===== src/rtl/txn_arb_pkg.sv =====
`timescale 1ns/1ps
package txn_arb_pkg;

    localparam int NUM_CLS = 3;

    localparam logic [1:0] CLS_POST = 2'd0;
    localparam logic [1:0] CLS_NONP = 2'd1;
    localparam logic [1:0] CLS_CMPL = 2'd2;

    // May a head of class 'mine' leave before an older blocked head of class 'elder'?
    function automatic logic may_overtake(input logic [1:0] mine,
                                          input logic       mine_ro,
                                          input logic [1:0] elder);
        logic ok;
        ok = 1'b0;
        case (mine)
            CLS_POST: ok = (elder != CLS_POST);
            CLS_CMPL: ok = (elder == CLS_NONP) || ((elder == CLS_POST) && mine_ro);
            CLS_NONP: ok = (elder == CLS_CMPL) && mine_ro;
            default:  ok = 1'b0;
        endcase
        return ok;
    endfunction

endpackage


===== src/rtl/txn_arb_fifo.sv =====
`timescale 1ns/1ps
module txn_arb_fifo #(
    parameter int DEPTH = 4,
    parameter int W     = 8
) (
    input  logic         clk,
    input  logic         rst_n,
    input  logic         push,
    input  logic         pop,
    input  logic [W-1:0] din,
    output logic [W-1:0] dout,
    output logic         not_empty,
    output logic         full
);
    localparam int PTR_W = (DEPTH > 1) ? $clog2(DEPTH) : 1;
    localparam int CNT_W = $clog2(DEPTH + 1);

    typedef struct packed {
        logic [DEPTH-1:0][W-1:0] mem;
        logic [PTR_W-1:0]        rd;
        logic [PTR_W-1:0]        wr;
        logic [CNT_W-1:0]        cnt;
    } fifo_st_t;

    fifo_st_t st_q, st_d;

    function automatic logic [PTR_W-1:0] step(input logic [PTR_W-1:0] p);
        return (p == PTR_W'(DEPTH - 1)) ? '0 : p + 1'b1;
    endfunction

    always_comb begin
        st_d = st_q;
        if (push) begin
            st_d.mem[st_q.wr] = din;
            st_d.wr           = step(st_q.wr);
        end
        if (pop) begin
            st_d.rd = step(st_q.rd);
        end
        case ({push, pop})
            2'b10:   st_d.cnt = st_q.cnt + 1'b1;
            2'b01:   st_d.cnt = st_q.cnt - 1'b1;
            default: st_d.cnt = st_q.cnt;
        endcase
    end

    always_ff @(posedge clk) begin
        if (!rst_n) begin
            st_q <= '0;
        end else begin
            st_q <= st_d;
        end
    end

    assign dout      = st_q.mem[st_q.rd];
    assign not_empty = (st_q.cnt != '0);
    assign full      = (st_q.cnt == CNT_W'(DEPTH));

    a_r12_no_push_full: assert property (@(posedge clk) disable iff (!rst_n)
        push |-> !full);
    a_r6_no_pop_empty: assert property (@(posedge clk) disable iff (!rst_n)
        pop |-> not_empty);

endmodule


===== src/rtl/txn_arb_admit.sv =====
`timescale 1ns/1ps
module txn_arb_admit
    import txn_arb_pkg::*;
#(
    parameter int SEQ_W        = 4,
    parameter int MAX_INFLIGHT = 8
) (
    input  logic                            clk,
    input  logic                            rst_n,
    input  logic [NUM_CLS-1:0]              in_valid,
    input  logic [NUM_CLS-1:0]              q_full,
    input  logic                            retire,
    output logic [NUM_CLS-1:0]              in_ready,
    output logic [NUM_CLS-1:0]              push,
    output logic [NUM_CLS-1:0][SEQ_W-1:0]   tag
);
    localparam int CNT_W = $clog2(MAX_INFLIGHT + 1);

    typedef struct packed {
        logic [SEQ_W-1:0] seq;
        logic [CNT_W-1:0] cnt;
    } admit_st_t;

    admit_st_t st_q, st_d;

    // Classes are admitted in index order so same-cycle tags ascend P, NP, CPL.
    always_comb begin
        int taken;
        taken = 0;
        for (int c = 0; c < NUM_CLS; c++) begin
            in_ready[c] = !q_full[c] && ((int'(st_q.cnt) + taken) < MAX_INFLIGHT);
            tag[c]      = st_q.seq + SEQ_W'(taken);
            push[c]     = in_valid[c] && in_ready[c];
            if (push[c]) begin
                taken = taken + 1;
            end
        end
        st_d.seq = st_q.seq + SEQ_W'(taken);
        st_d.cnt = CNT_W'(int'(st_q.cnt) + taken - (retire ? 1 : 0));
    end

    always_ff @(posedge clk) begin
        if (!rst_n) begin
            st_q <= '0;
        end else begin
            st_q <= st_d;
        end
    end

    a_r12_cap: assert property (@(posedge clk) disable iff (!rst_n)
        st_q.cnt <= CNT_W'(MAX_INFLIGHT));
    a_r12_no_underflow: assert property (@(posedge clk) disable iff (!rst_n)
        retire |-> (st_q.cnt != '0));

endmodule


===== src/rtl/txn_arb_pick.sv =====
`timescale 1ns/1ps
module txn_arb_pick
    import txn_arb_pkg::*;
#(
    parameter int SEQ_W = 4
) (
    input  logic                            clk,
    input  logic                            rst_n,
    input  logic [NUM_CLS-1:0]              head_vld,
    input  logic [NUM_CLS-1:0][SEQ_W-1:0]   head_seq,
    input  logic [NUM_CLS-1:0]              head_ro,
    input  logic [NUM_CLS-1:0]              credit,
    output logic                            grant_vld,
    output logic [NUM_CLS-1:0]              grant
);
    localparam logic [SEQ_W-1:0] HALF = SEQ_W'(1) << (SEQ_W - 1);

    // older[i][j]: head j arrived before head i
    logic [NUM_CLS-1:0][NUM_CLS-1:0] older;
    logic [NUM_CLS-1:0]              older_any;
    logic [NUM_CLS-1:0]              elig;

    always_comb begin
        logic [SEQ_W-1:0] gap;
        for (int i = 0; i < NUM_CLS; i++) begin
            for (int j = 0; j < NUM_CLS; j++) begin
                gap         = head_seq[i] - head_seq[j];
                older[i][j] = (i != j) && head_vld[i] && head_vld[j]
                              && (gap != '0) && (gap < HALF);
            end
            older_any[i] = |older[i];
        end
    end

    // Heads are settled in age order: a head goes only if every older head is
    // itself unable to go and the class-pair rule lets it overtake that head.
    always_comb begin
        logic ok;
        ok   = 1'b0;
        elig = '0;
        for (int r = 0; r < NUM_CLS; r++) begin
            for (int i = 0; i < NUM_CLS; i++) begin
                if (head_vld[i] && ($countones(older[i]) == r)) begin
                    ok = credit[i];
                    for (int j = 0; j < NUM_CLS; j++) begin
                        if (older[i][j]) begin
                            ok = ok && !elig[j] && may_overtake(2'(i), head_ro[i], 2'(j));
                        end
                    end
                    elig[i] = ok;
                end
            end
        end
    end

    always_comb begin
        for (int i = 0; i < NUM_CLS; i++) begin
            grant[i] = elig[i] && ((older[i] & elig) == '0);
        end
        grant_vld = |grant;
    end

    a_r2_age_order: assert property (@(posedge clk) disable iff (!rst_n)
        (((credit | ~head_vld) == '1) && grant_vld) |-> ((grant & older_any) == '0));
    a_r9_np_after_posted: assert property (@(posedge clk) disable iff (!rst_n)
        grant[CLS_NONP] |-> !older[CLS_NONP][CLS_POST]);
    a_r8_cmpl_ro: assert property (@(posedge clk) disable iff (!rst_n)
        (grant[CLS_CMPL] && older[CLS_CMPL][CLS_POST]) |-> head_ro[CLS_CMPL]);
    a_r10_np_ro: assert property (@(posedge clk) disable iff (!rst_n)
        (grant[CLS_NONP] && older[CLS_NONP][CLS_CMPL]) |-> head_ro[CLS_NONP]);
    a_r11_single: assert property (@(posedge clk) disable iff (!rst_n)
        $onehot0(grant));

endmodule


===== src/rtl/txn_order_arb.sv =====
`timescale 1ns/1ps
module txn_order_arb
    import txn_arb_pkg::*;
#(
    parameter int DATA_W       = 8,
    parameter int SEQ_W        = 4,
    parameter int FIFO_DEPTH   = 4,
    parameter int MAX_INFLIGHT = 8
) (
    input  logic                      clk,
    input  logic                      rst_n,
    input  logic [2:0]                in_valid,
    output logic [2:0]                in_ready,
    input  logic [2:0]                in_ro,
    input  logic [3*DATA_W-1:0]       in_data,
    input  logic [2:0]                credit_ok,
    output logic                      out_valid,
    input  logic                      out_ready,
    output logic [1:0]                out_class,
    output logic                      out_ro,
    output logic [DATA_W-1:0]         out_data
);
    localparam int ENT_W = SEQ_W + 1 + DATA_W;

    logic [NUM_CLS-1:0]              q_full;
    logic [NUM_CLS-1:0]              q_ne;
    logic [NUM_CLS-1:0]              push;
    logic [NUM_CLS-1:0]              pop;
    logic [NUM_CLS-1:0][SEQ_W-1:0]   tag;
    logic [NUM_CLS-1:0][ENT_W-1:0]   head_ent;
    logic [NUM_CLS-1:0][SEQ_W-1:0]   head_seq;
    logic [NUM_CLS-1:0]              head_ro;
    logic [NUM_CLS-1:0]              grant;
    logic                            grant_vld;
    logic                            retire;

    assign retire = out_valid && out_ready;

    txn_arb_admit #(
        .SEQ_W        (SEQ_W),
        .MAX_INFLIGHT (MAX_INFLIGHT)
    ) u_admit (
        .clk      (clk),
        .rst_n    (rst_n),
        .in_valid (in_valid),
        .q_full   (q_full),
        .retire   (retire),
        .in_ready (in_ready),
        .push     (push),
        .tag      (tag)
    );

    for (genvar g = 0; g < NUM_CLS; g++) begin : g_cls
        txn_arb_fifo #(
            .DEPTH (FIFO_DEPTH),
            .W     (ENT_W)
        ) u_fifo (
            .clk       (clk),
            .rst_n     (rst_n),
            .push      (push[g]),
            .pop       (pop[g]),
            .din       ({tag[g], in_ro[g], in_data[g*DATA_W +: DATA_W]}),
            .dout      (head_ent[g]),
            .not_empty (q_ne[g]),
            .full      (q_full[g])
        );
        assign head_seq[g] = head_ent[g][ENT_W-1 -: SEQ_W];
        assign head_ro[g]  = head_ent[g][DATA_W];
        assign pop[g]      = grant[g] && out_ready;
    end

    txn_arb_pick #(
        .SEQ_W (SEQ_W)
    ) u_pick (
        .clk       (clk),
        .rst_n     (rst_n),
        .head_vld  (q_ne),
        .head_seq  (head_seq),
        .head_ro   (head_ro),
        .credit    (credit_ok),
        .grant_vld (grant_vld),
        .grant     (grant)
    );

    always_comb begin
        out_valid = grant_vld;
        out_class = '0;
        out_ro    = 1'b0;
        out_data  = '0;
        for (int c = 0; c < NUM_CLS; c++) begin
            if (grant[c]) begin
                out_class = 2'(c);
                out_ro    = head_ro[c];
                out_data  = head_ent[c][DATA_W-1:0];
            end
        end
    end

    a_r1_clear: assert property (@(posedge clk) disable iff (!rst_n)
        $rose(rst_n) |-> (!out_valid && (in_ready == 3'b111)));
    a_r4_credit_gate: assert property (@(posedge clk) disable iff (!rst_n)
        out_valid |-> credit_ok[out_class]);
    a_r13_hold: assert property (@(posedge clk) disable iff (!rst_n)
        ($past(out_valid && !out_ready) && $stable(credit_ok))
        |-> (out_valid && $stable(out_data) && $stable(out_class)));

endmodule


===== config.mk =====
export PLATFORM = sky130hd
export DESIGN_NAME = txn_order_arb
export DESIGN_NICKNAME = d
export VERILOG_FILES = /design/src/rtl/txn_arb_pkg.sv /design/src/rtl/txn_arb_fifo.sv /design/src/rtl/txn_arb_admit.sv /design/src/rtl/txn_arb_pick.sv /design/src/rtl/txn_order_arb.sv
export SDC_FILE = /design/constraint.sdc
export NUM_CORES = 1
export LEC_CHECK = 0
export ABC_CLOCK_PERIOD_IN_PS = 6520
export BUFFER_PORTS_ARGS = -buffer_cell sky130_fd_sc_hd__buf_2
export CORE_MARGIN = 2
export CORE_UTILIZATION = 54
export CTS_BUF_LIST = sky130_fd_sc_hd__clkbuf_16
export DETAILED_ROUTE_END_ITERATION = 10
export PLACE_DENSITY = 0.77
export SETUP_SLACK_MARGIN = 0.3
export SLEW_MARGIN = 20
export SYNTH_ARGS = -nofsm -noshare
export SYNTH_HDL_FRONTEND = slang
export SYNTH_SLANG_ARGS = --single-unit

===== constraint.sdc =====
create_clock -name clk -period 6.52 [get_ports clk]
set_clock_uncertainty 0.15 [all_clocks]
set_input_delay 0 -clock clk [delete_from_list [all_inputs] [get_ports clk]]
set_output_delay 0 -clock clk [all_outputs]
set_load 0.02 [all_outputs]

==> out/qor.yml, run 1 <==
synth_seq_area_share_pct: 38.3
cts_buffer_depth: 2
path_buf_inv: 4
die_area_um2: 19000
critPathCaptureType: "flip-flop"
start_kind: "flip-flop"
core_area_um2: 17400
remaining_drc_errors: 0
fin_util_pct: 63.8
layout_commonest_cell: "nand2_1"
period_needed_ps: 5990
synth_ff_type: "dfxtp_1"
synthesis.nets: 1270
met1_length_um: 10900
layout_common_cells: "321 x nand2_1, 180 x dfxtp_1, 165 x a21oi_1"
synth.cell_area_um2: 9680
async_reset_ff_share_pct: 0
setup-tns-final_ps: 0
ys_seq_elements: 185
drive_gt1_share_pct: 14.6
grt_usage_pct: 27.9
clkSinkCount: 185
hold_class: "input pin to flip-flop"
synth_enable_flop_cells: 0
dieHeight_um: 138
htreeDepth: 4
fin_cells: 1461
clkTransAtPathRegs_ps: 70
die_width_um: 138
insertion_delay_ps: 440
max_freq_mhz: 167
grt_pass1_wl_um: 40400
wl_met2_um: 12200
vias: 8434
slowest_delay_ps: 560
dpl.hpwl_um: 17500
dp_slack_ps: 266
root_buffer: "clkbuf_16"
drt_iter0_drc: 687
start_util_pct: 55.6
grt_pass1_vias: 7906
status: "complete, no violations"
topRoutingLayerUsed: "met4"
grt-ovfl-total: 0
dp.cells: 1393
gp_congestion: 0.946
dr.pass1.iters: 5
ir_worst_vdd_mv: 0.256
fp-row-count: 48
slew_violations: 0
slowest_stage: "mux4_2"
grt_max_degree: 103
final_net_count: 1326
routed_via_density: 5.77
synthDistinctLibCells: 56
critPathMaxFanout: 7
avgRoutedWirePerCell_um: 17.5
area_delta_synth_final_pct: 14.7
p_per_area_nw_per_um2: 384
yosys_warnings: 0
max-slew-margin-rel_pct: 30.1
arrival_ps: 6140
port_buffers: 50
crit_path_cell_trace: "mux4_2, inv_2, ha_4, fa_2, a311o_1, a211oi_1, or2_4, inv_2, ha_1, nand2_1, a21o_1, o2111a_2, o31a_1, o221a_2, a21oi_2, or2_4, a2111o_1, a31oi_1, ha_2, inv_1, ha_2, inv_1, fa_2, nor2_1"
numCtsBuffers: 17
cp_top_family: "compound AO/OA/AOI/OAI gates"
wl_um: 25600
syn_area_per_cell_um2: 8.30
drv_cap: 0
hold_viol: 0
total_leakage_power_nw: 4.11
setup_viol_count_final: 0
critical_path_class: "flip-flop to flip-flop"
tightest_slew_ps: 1050
grt_antenna_before_repair: 0
num_antenna_cells: 0
cts_tree: "yes"
timing.final.crit_share_pct: 91.9
rsz0062_at_grt: "no"
ant_nets: 0
critical_path_required_ps: 6670
syn-instance-count: 1167
wl_met3_um: 1920
ios: 51
timing.final.ws_setup_ps: 528
==> power breakdown <==
| part | internal [mW] | switching (mW) |
|---|---|---|
| Combinational | 0.722 | 1.13 |
| Clock | 0.541 | 0.486 |
| Sequential | 1.27 | 0.123 |
| Total | 2.53 | 1.74 |
==> state kept, by name (all words and copies together), names as in the netlist <==
name	flops
g_cls.u_fifo.st_q	177
u_admit.st_q	8
==> logic make-up (layout without fill, tap and decap cells) <==
family | after synthesis | count (layout) | share of synthesized area (%)
AND/OR/NAND/NOR | 475 | 475 | 20.4
AO/OA/AOI/OAI | 243 | 243 | 14.7
flip-flops | 185 | 185 | 38.3
buffers and inverters | 123 | 192 | 5.00
adder cells (fa/ha/maj) | 67 | 67 | 9.36
multiplexers | 45 | 45 | 9.58
XOR/XNOR | 29 | 29 | 2.62
==> metal layers <==
| layer | vias up | global-route usage, % |
|---|---|---|
| met1 | 3980 | 36.9 |
| met2 | 325 | 45.2 |
| met4 | 0 | 9.69 |
| li1 | 4083 | - |
| met3 | 46 | 6.21 |
| met5 | - | 0 |
==> metrics by stage <==
step	hold slack, ps	cell area (um^2)	total power [mW]
2_1_floorplan	-28.3	9690	2.64
3_3_place_gp	126	10100	3.13
3_5_place_dp	129	10100	3.17
4_1_cts	111	11000	4.21
5_1_grt	136	11100	4.53
6_report	124	11100	4.27
==> final timing paths <==
check        slack (ps)                      from                  endpoint  cells past startpoint
max                 530   g_cls[0].u_fifo.st_q[5]           u_admit.st_q[1]                     24
min                 120               in_valid[2]  g_cls[2].u_fifo.st_q[34]                      4
max reg2reg         530   g_cls[0].u_fifo.st_q[5]           u_admit.st_q[1]                     24
min reg2reg         300  g_cls[2].u_fifo.st_q[55]  g_cls[2].u_fifo.st_q[55]                      2
==> tightest hold or removal path, stage by stage <==
cell     delay, ps
buf_2          120
and3_1         350
nand2_1        150
a21oi_1         50
==> synthesized netlist by cell type (2+ instances only) <==
cell	instances	area [um^2]
mux4_2	38	856
o21a_1	4	30.0
xor2_1	15	131
a21oi_1	166	831
and3_1	18	113
buf_6	2	22.5
dfxtp_1	185	3700
o2111ai_1	2	17.5
and2_1	6	37.5
a31oi_1	14	87.6
a21o_1	7	52.6
o22ai_1	2	12.5
xnor2_1	14	123
mux2i_1	6	60.1
or3_1	8	50.1
nor3_1	17	85.1
nand2b_1	4	25.0
buf_1	6	22.5
a311oi_1	2	17.5
a311o_1	2	20.0
fa_1	9	180
ha_1	58	726
clkbuf_1	60	225
o21ai_0	14	70.1
nor2_1	65	244
nor4b_1	3	26.3
a211oi_1	12	90.1
buf_2	3	15.0
or4_1	2	15.0
nand2_1	321	1200
inv_1	49	184
nand3_1	20	100
a31o_2	2	17.5
nor2b_1	6	37.5
or2_2	2	12.5
o221ai_1	3	26.3
==> area by class of cell <==
class	count	area [um^2]
well taps	225	282
fillers	1445	6310
clock inverters	15	155
flip-flops and latches	185	3720
repair buffers	109	771
clock buffers	17	425
inverters	51	194
multi-input cells	859	5560
==> what timing repair did <==
item / in CTS / in global routing
endpoints found under the hold margin: 119 / 0
gates cloned: 0 / 0
resized for setup: 1 / 24
hold buffers: 31 / 0
pin swaps: 1 / 9
endpoints found under the setup margin: 4 / 17
setup buffers: 1 / 4
(Power assumes the default switching activity.)
==> inputs of run 2 (changes only) <==
--- a/config.mk
+++ b/config.mk
@@ -7,6 +7,7 @@
 export LEC_CHECK = 0
 export ABC_CLOCK_PERIOD_IN_PS = 6520
 export BUFFER_PORTS_ARGS = -buffer_cell sky130_fd_sc_hd__buf_2
+export CORE_ASPECT_RATIO = 0.7
 export CORE_MARGIN = 2
 export CORE_UTILIZATION = 54
 export CTS_BUF_LIST = sky130_fd_sc_hd__clkbuf_16
==> run 2 against run 1 <==
Net effect: routed wire length rose by 2.0%; final area rose by 0.73%; clock power rose by 5%; utilization rose by 0.65 points; sequential share of layout area fell by 0.29 points; non-clock buffer count rose by 4; first-iteration DRC count rose by 43%; count of clock-buffer cells in the layout did not move; die area barely moved; sequential power barely moved; critical path depth rose by 2; largest power group unchanged.
==> out/qor.yml, run 2 (synthesized netlist as in run 1, its figures left out) <==
regMostFlops: "g_cls.u_fifo.st_q"
dieHeight_um: 116
num_antenna_cells: 0
layout_common_cells: "321 x nand2_1, 182 x dfxtp_1, 164 x a21oi_1"
critPathMaxFanout: 5
clock_power_share_pct: 24.9
htreeDepth: 4
start_util_pct: 55.7
p_sw_mw: 1.79
ios: 51
top_regs: "g_cls.u_fifo.st_q (177), u_admit.st_q (8)"
wl_um: 26100
cts_buffer_depth: 2
slew_violations: 0
drive_gt1_share_pct: 14.4
finalHoldWorstSlack_ps: 88.8
critPathCaptureType: "flip-flop"
largest_reg_flops: 177
routed_via_density: 5.89
total_leakage_power_nw: 4.16
max-slew-margin-rel_pct: 34.5
worst-path-stages: 26
rsz0062_at_grt: "yes"
area_delta_synth_final_pct: 15.5
whs_path_depth: 5
numCtsBuffers: 17
r2r_cells: 26
die_width_um: 164
reg2reg_to: "u_admit.st_q[2]"
path_buf_inv: 4
core_area_um2: 17400
drv_cap: 0
grt_pass1_vias: 8008
fp-row-count: 40
max_freq_mhz: 166
p_int_mw: 2.56
setup-tns-final_ps: 0
clkTransAtPathRegs_ps: 70
period_needed_ps: 6010
timing.rr.start: "g_cls[1].u_fifo.st_q[5]"
crit_path_end: "u_admit.st_q[2]"
hold_viol: 0
port_buffers: 50
cp_top_family: "compound AO/OA/AOI/OAI gates"
cts_tree: "yes"
grt_usage_pct: 28.1
vias: 8658
die_area_um2: 19000
critical_path_class: "flip-flop to flip-flop"
grt_antenna_before_repair: 0
grt-ovfl-total: 0
status: "complete, no violations"
arrival_ps: 6160
tightest_slew_ps: 983
hold_class: "input pin to flip-flop"
startpoint: "g_cls[1].u_fifo.st_q[5]"
final_net_count: 1330
insertion_delay_ps: 450
seq_power_share_pct: 31.9
ir_worst_vdd_mv: 0.206
gp_congestion: 0.897
setup_viol_count_final: 0
dr.pass1.iters: 6
ant_nets: 0
start_kind: "flip-flop"
root_buffer: "clkbuf_16"
slowest_stage: "mux4_2"
fillers: 1361
p_per_area_nw_per_um2: 388
switching_share_pct: 41.1
combPwrFrac_pct: 43.2
slowest_delay_ps: 550
seqCellArea_um2: 3710
grt_max_degree: 95
timing.final.crit_share_pct: 92.1
multi_input_area_um2: 5570
grt_pass1_wl_um: 41600
drt_iter0_drc: 979
avgRoutedWirePerCell_um: 17.8
dpl.hpwl_um: 17600
remaining_drc_errors: 0
clkSinkCount: 185
layout_commonest_cell: "nand2_1"
critical_path_required_ps: 6670
r2r_slack_ps: 510
==> run 2: cell types whose count changed in the layout (fill, tap and decap cells not counted), moves of 3 or more <==
cell	before	now
buf_4	28	32
clkinv_8	1	4
inv_6	6	2
inv_8	2	5
==> run 2: worst min path at each step <==
| stage | start | slack (ps) | end |
|---|---|---|---|
| global route | in_valid[2] | 140 | g_cls[2].u_fifo.st_q[20] |
| finish | in_valid[2] | 90 | g_cls[2].u_fifo.st_q[4] |
| global placement | in_ro[0] | 120 | g_cls[0].u_fifo.st_q[15] |
| floorplan | rst_n | -30 | u_admit.st_q[0] |
| detailed placement | in_data[2] | 130 | g_cls[0].u_fifo.st_q[35] |
| CTS | in_valid[2] | 60 | g_cls[2].u_fifo.st_q[4] |
==> run 2: through the flow <==
step	instance area [um^2]	utilization [%]	instances	worst slack (ps)	power, mW
4_1_cts	11100	63.8	1466	317	4.26
6_report	11200	64.4	1471	514	4.34
3_5_place_dp	10100	58.3	1402	179	3.16
5_1_grt	11200	64.4	1471	234	4.58
2_1_floorplan	9690	-	1167	361	2.64
3_3_place_gp	10100	58.3	1402	311	3.12
==> run 2: final cells by class <==
cell class / count / area share, %
well taps: 231 / 2.58
inverters: 51 / 1.73
repair buffers: 113 / 7.16
multi-input cells: 859 / 49.8
clock buffers: 17 / 3.80
clock inverters: 15 / 1.78
flip-flops and latches: 185 / 33.2
==> run 2: tightest hold or removal path, stage by stage <==
cell and delay, ps:
buf_2 120, and2_1 170, buf_4 190, mux2i_1 90, nor2_1 70
==> run 2: power by group through the flow <==
stage	registers (mW)	logic [mW]	clock network (mW)
floorplan	1.36	1.29	0
global placement	1.40	1.72	0
detailed placement	1.41	1.76	0
CTS	1.38	1.79	1.09
global route	1.41	2.04	1.13
finish	1.39	1.88	1.08
==> run 2: timing repair <==
| action | CTS | global route |
|---|---|---|
| hold buffers | 31 | 0 |
| pin swaps | 1 | 7 |
| gates cloned | 0 | 0 |
| resized for setup | 1 | 19 |
| endpoints found under the setup margin | 4 | 19 |
| buffers inserted | 1 | 5 |
| hold endpoints to repair | 118 | 0 |
==> run 2: layer usage <==
metal	track usage, %	up-vias	part of all wire, %
li1	-	4103	-
met5	0	-	0
met2	43.6	393	45
met1	39.7	4112	45
met4	7.84	0	1.8
met3	6.34	50	8.1
==> inputs of run 3 (changes only) <==
--- a/config.mk
+++ b/config.mk
@@ -5,14 +5,15 @@
 export SDC_FILE = /design/constraint.sdc
 export NUM_CORES = 1
 export LEC_CHECK = 0
-export ABC_CLOCK_PERIOD_IN_PS = 6520
+export ABC_AREA = 1
+export ABC_CLOCK_PERIOD_IN_PS = 7300
 export BUFFER_PORTS_ARGS = -buffer_cell sky130_fd_sc_hd__buf_2
 export CORE_ASPECT_RATIO = 0.7
 export CORE_MARGIN = 2
 export CORE_UTILIZATION = 54
 export CTS_BUF_LIST = sky130_fd_sc_hd__clkbuf_16
 export DETAILED_ROUTE_END_ITERATION = 10
-export PLACE_DENSITY = 0.77
+export PLACE_DENSITY = 0.74
 export SETUP_SLACK_MARGIN = 0.3
 export SLEW_MARGIN = 20
 export SYNTH_ARGS = -nofsm -noshare
==> constraint.sdc (replaced) <==
create_clock -name clk -period 7.3 [get_ports clk]
set_clock_uncertainty 0.15 [all_clocks]
set_input_delay 0 -clock clk [delete_from_list [all_inputs] [get_ports clk]]
set_output_delay 0 -clock clk [all_outputs]
set_load 0.02 [all_outputs]
==> run 3 against run 2 <==
Net effect: synthesized cell count up 24%; utilization down 2.4 points; first-iteration DRC count up 15%; critical path type unchanged; largest cell class unchanged; highest routed layer unchanged.
==> out/qor.yml, run 3 <==
routed_via_density: 5.70
p_per_area_nw_per_um2: 454
synthDistinctLibCells: 42
syn-instance-count: 1443
remaining_drc_errors: 0
max-slew-margin-rel_pct: 24.6
status: "complete, no violations"
slowest_delay_ps: 560
slowest_stage: "dfxtp_1"
synth_enable_flop_cells: 0
synth_mux_area_share_pct: 0
grt-ovfl-total: 0
port_buffers: 50
top_regs: "g_cls.u_fifo.st_q (177), u_admit.st_q (8)"
grt_max_degree: 102
insertion_delay_ps: 440
grt_pass1_vias: 8891
critPathMaxFanout: 18
dpl.hpwl_um: 19000
regMostFlops: "g_cls.u_fifo.st_q"
dp_slack_ps: 1020
dp.cells: 1661
die_width_um: 167
cts_buffer_depth: 2
synth_area_leader_cell: "dfxtp_1"
clkSinkCount: 185
synth.cell_area_um2: 10000
root_buffer: "clkbuf_16"
htreeDepth: 4
start_kind: "flip-flop"
timing.final.crit_share_pct: 88.9
drv_cap: 0
dr.pass1.iters: 6
grt_pass1_wl_um: 46300
syn_area_per_cell_um2: 6.95
rsz0062_at_grt: "no"
synth_ff_type: "dfxtp_1"
layout_common_cells: "332 x nand2_1, 215 x a21oi_1, 185 x dfxtp_1"
final_net_count: 1578
yosys_warnings: 0
synth-simple-area-share_pct: 25.1
async_reset_ff_share_pct: 0
fp-row-count: 41
avgRoutedWirePerCell_um: 16.5
max_freq_mhz: 154
cts_tree: "yes"
hold_class: "input pin to flip-flop"
timing.final.ws_setup_ps: 813
fin_cells: 1724
drt_iter0_drc: 1127
postCtsSetupBuffers: 0
critPathMostFrequentCell: "nand2_1"
critical_path_required_ps: 7440
wl_um: 28500
grt_antenna_before_repair: 0
synth_seq_area_share_pct: 36.9
area_delta_synth_final_pct: 11.9
core_area_um2: 18100
dieHeight_um: 118
drive_gt1_share_pct: 8.74
vias: 9835
synthTopCellsByCount: "332 x nand2_1, 215 x a21oi_1, 185 x dfxtp_1"
arrival_ps: 6620
gp_congestion: 0.892
total_power_mw: 5.10
start_util_pct: 55.4
synth_compound_area_share_pct: 19.5
grt_usage_pct: 28.7
die_area_um2: 19700
ant_nets: 0
layout_commonest_cell: "nand2_1"
ys_seq_elements: 185
critPathCaptureType: "flip-flop"
synthesis.nets: 1546
synthXorXnorAreaFrac_pct: 0.961
ir_worst_vdd_mv: 0.252
total_leakage_power_nw: 4.65
slew_violations: 0
ios: 51
yosysTopAreaCellShare_pct: 36.9
synth_adder_area_share_pct: 9.03
setup_viol_count_final: 0
numCtsBuffers: 17
period_needed_ps: 6490
hold_viol: 0
synth_area_leaders: "dfxtp_1 37%, nand2_1 12%, a21oi_1 11%"
critical_path_class: "flip-flop to flip-flop"
tightest_slew_ps: 1130
clkTransAtPathRegs_ps: 70
setup-tns-final_ps: 0
num_antenna_cells: 0
largest_reg_flops: 177
synth_top_family_by_area: "simple AND/OR/NAND/NOR gates"
yosysMostFrequentCell: "nand2_1"
## run 3: cells by family (layout without fill, tap and decap cells)
| family | Yosys count | in the layout |
|---|---|---|
| simple gates | 593 | 593 |
| xor+xnor | 11 | 11 |
| flops | 185 | 185 |
| buf+inv | 220 | 265 |
| compound gates | 367 | 367 |
| fa+ha+maj | 67 | 67 |
## run 3: power breakdown
| group | switching (mW) | internal, mW | leakage, nW |
|---|---|---|---|
| Combinational | 1.92 | 0.943 | 2.86 |
| Clock | 0.465 | 0.456 | 0.278 |
| Sequential | 0.148 | 1.16 | 1.50 |
| Total | 2.54 | 2.56 | 4.65 |
## run 3: layout make-up
class	instances	area [um^2]
Fill cell	1641	6880
Multi-Input combinational cell	1038	5480
Sequential cell	185	3700
Timing Repair Buffer	90	628
Inverter	143	538
Clock buffer	17	425
Tap cell	236	295
Clock inverter	15	150
## run 3: worst max-delay path, delay by kind of cell (launching register included)
family          cells  cell delay [ps]
buf+inv             8              990
fa+ha+maj           5             1500
flops               1              560
simple gates       18             1640
xor+xnor            1              140
compound gates      5             1350
## run 3: path summary, 6_finish.rpt
| check | start | to | slack (ps) | depth (start not counted) |
|---|---|---|---|---|
| worst max register to register | g_cls[0].u_fifo.st_q[6] | u_admit.st_q[2] | 810 | 37 |
| worst min-delay path | rst_n | u_admit.st_q[0] | 120 | 3 |
| worst max-delay path | g_cls[0].u_fifo.st_q[6] | u_admit.st_q[2] | 810 | 37 |
| worst min register to register | g_cls[0].u_fifo.st_q[8] | g_cls[0].u_fifo.st_q[8] | 300 | 2 |
## run 3: metal layers
layer  GRT usage, %  up-vias  part of all wire (%)
met2           41.4      422                    42
li1               -     4815                     -
met4           7.17        0                   1.3
met5              0        -                     0
met1           43.3     4567                    48
met3           6.09       31                   9.2
## run 3: per-stage QoR
stage / cell area, um^2 / hold WS [ps] / util, %
after floorplan: 10000 / -6.32 / -
final: 11200 / 116 / 62.0
after global placement: 10300 / 136 / 57.1
after global routing: 11200 / 125 / 62.0
after CTS: 11200 / 69.8 / 61.9
after detailed placement: 10300 / 141 / 57.1
## run 3: repair_timing
| action | in CTS | in global routing |
|---|---|---|
| endpoints found under the setup margin | 0 | 2 |
| endpoints found under the hold margin | 118 | 0 |
| hold buffers | 31 | 0 |
| resized for setup | 0 | 1 |
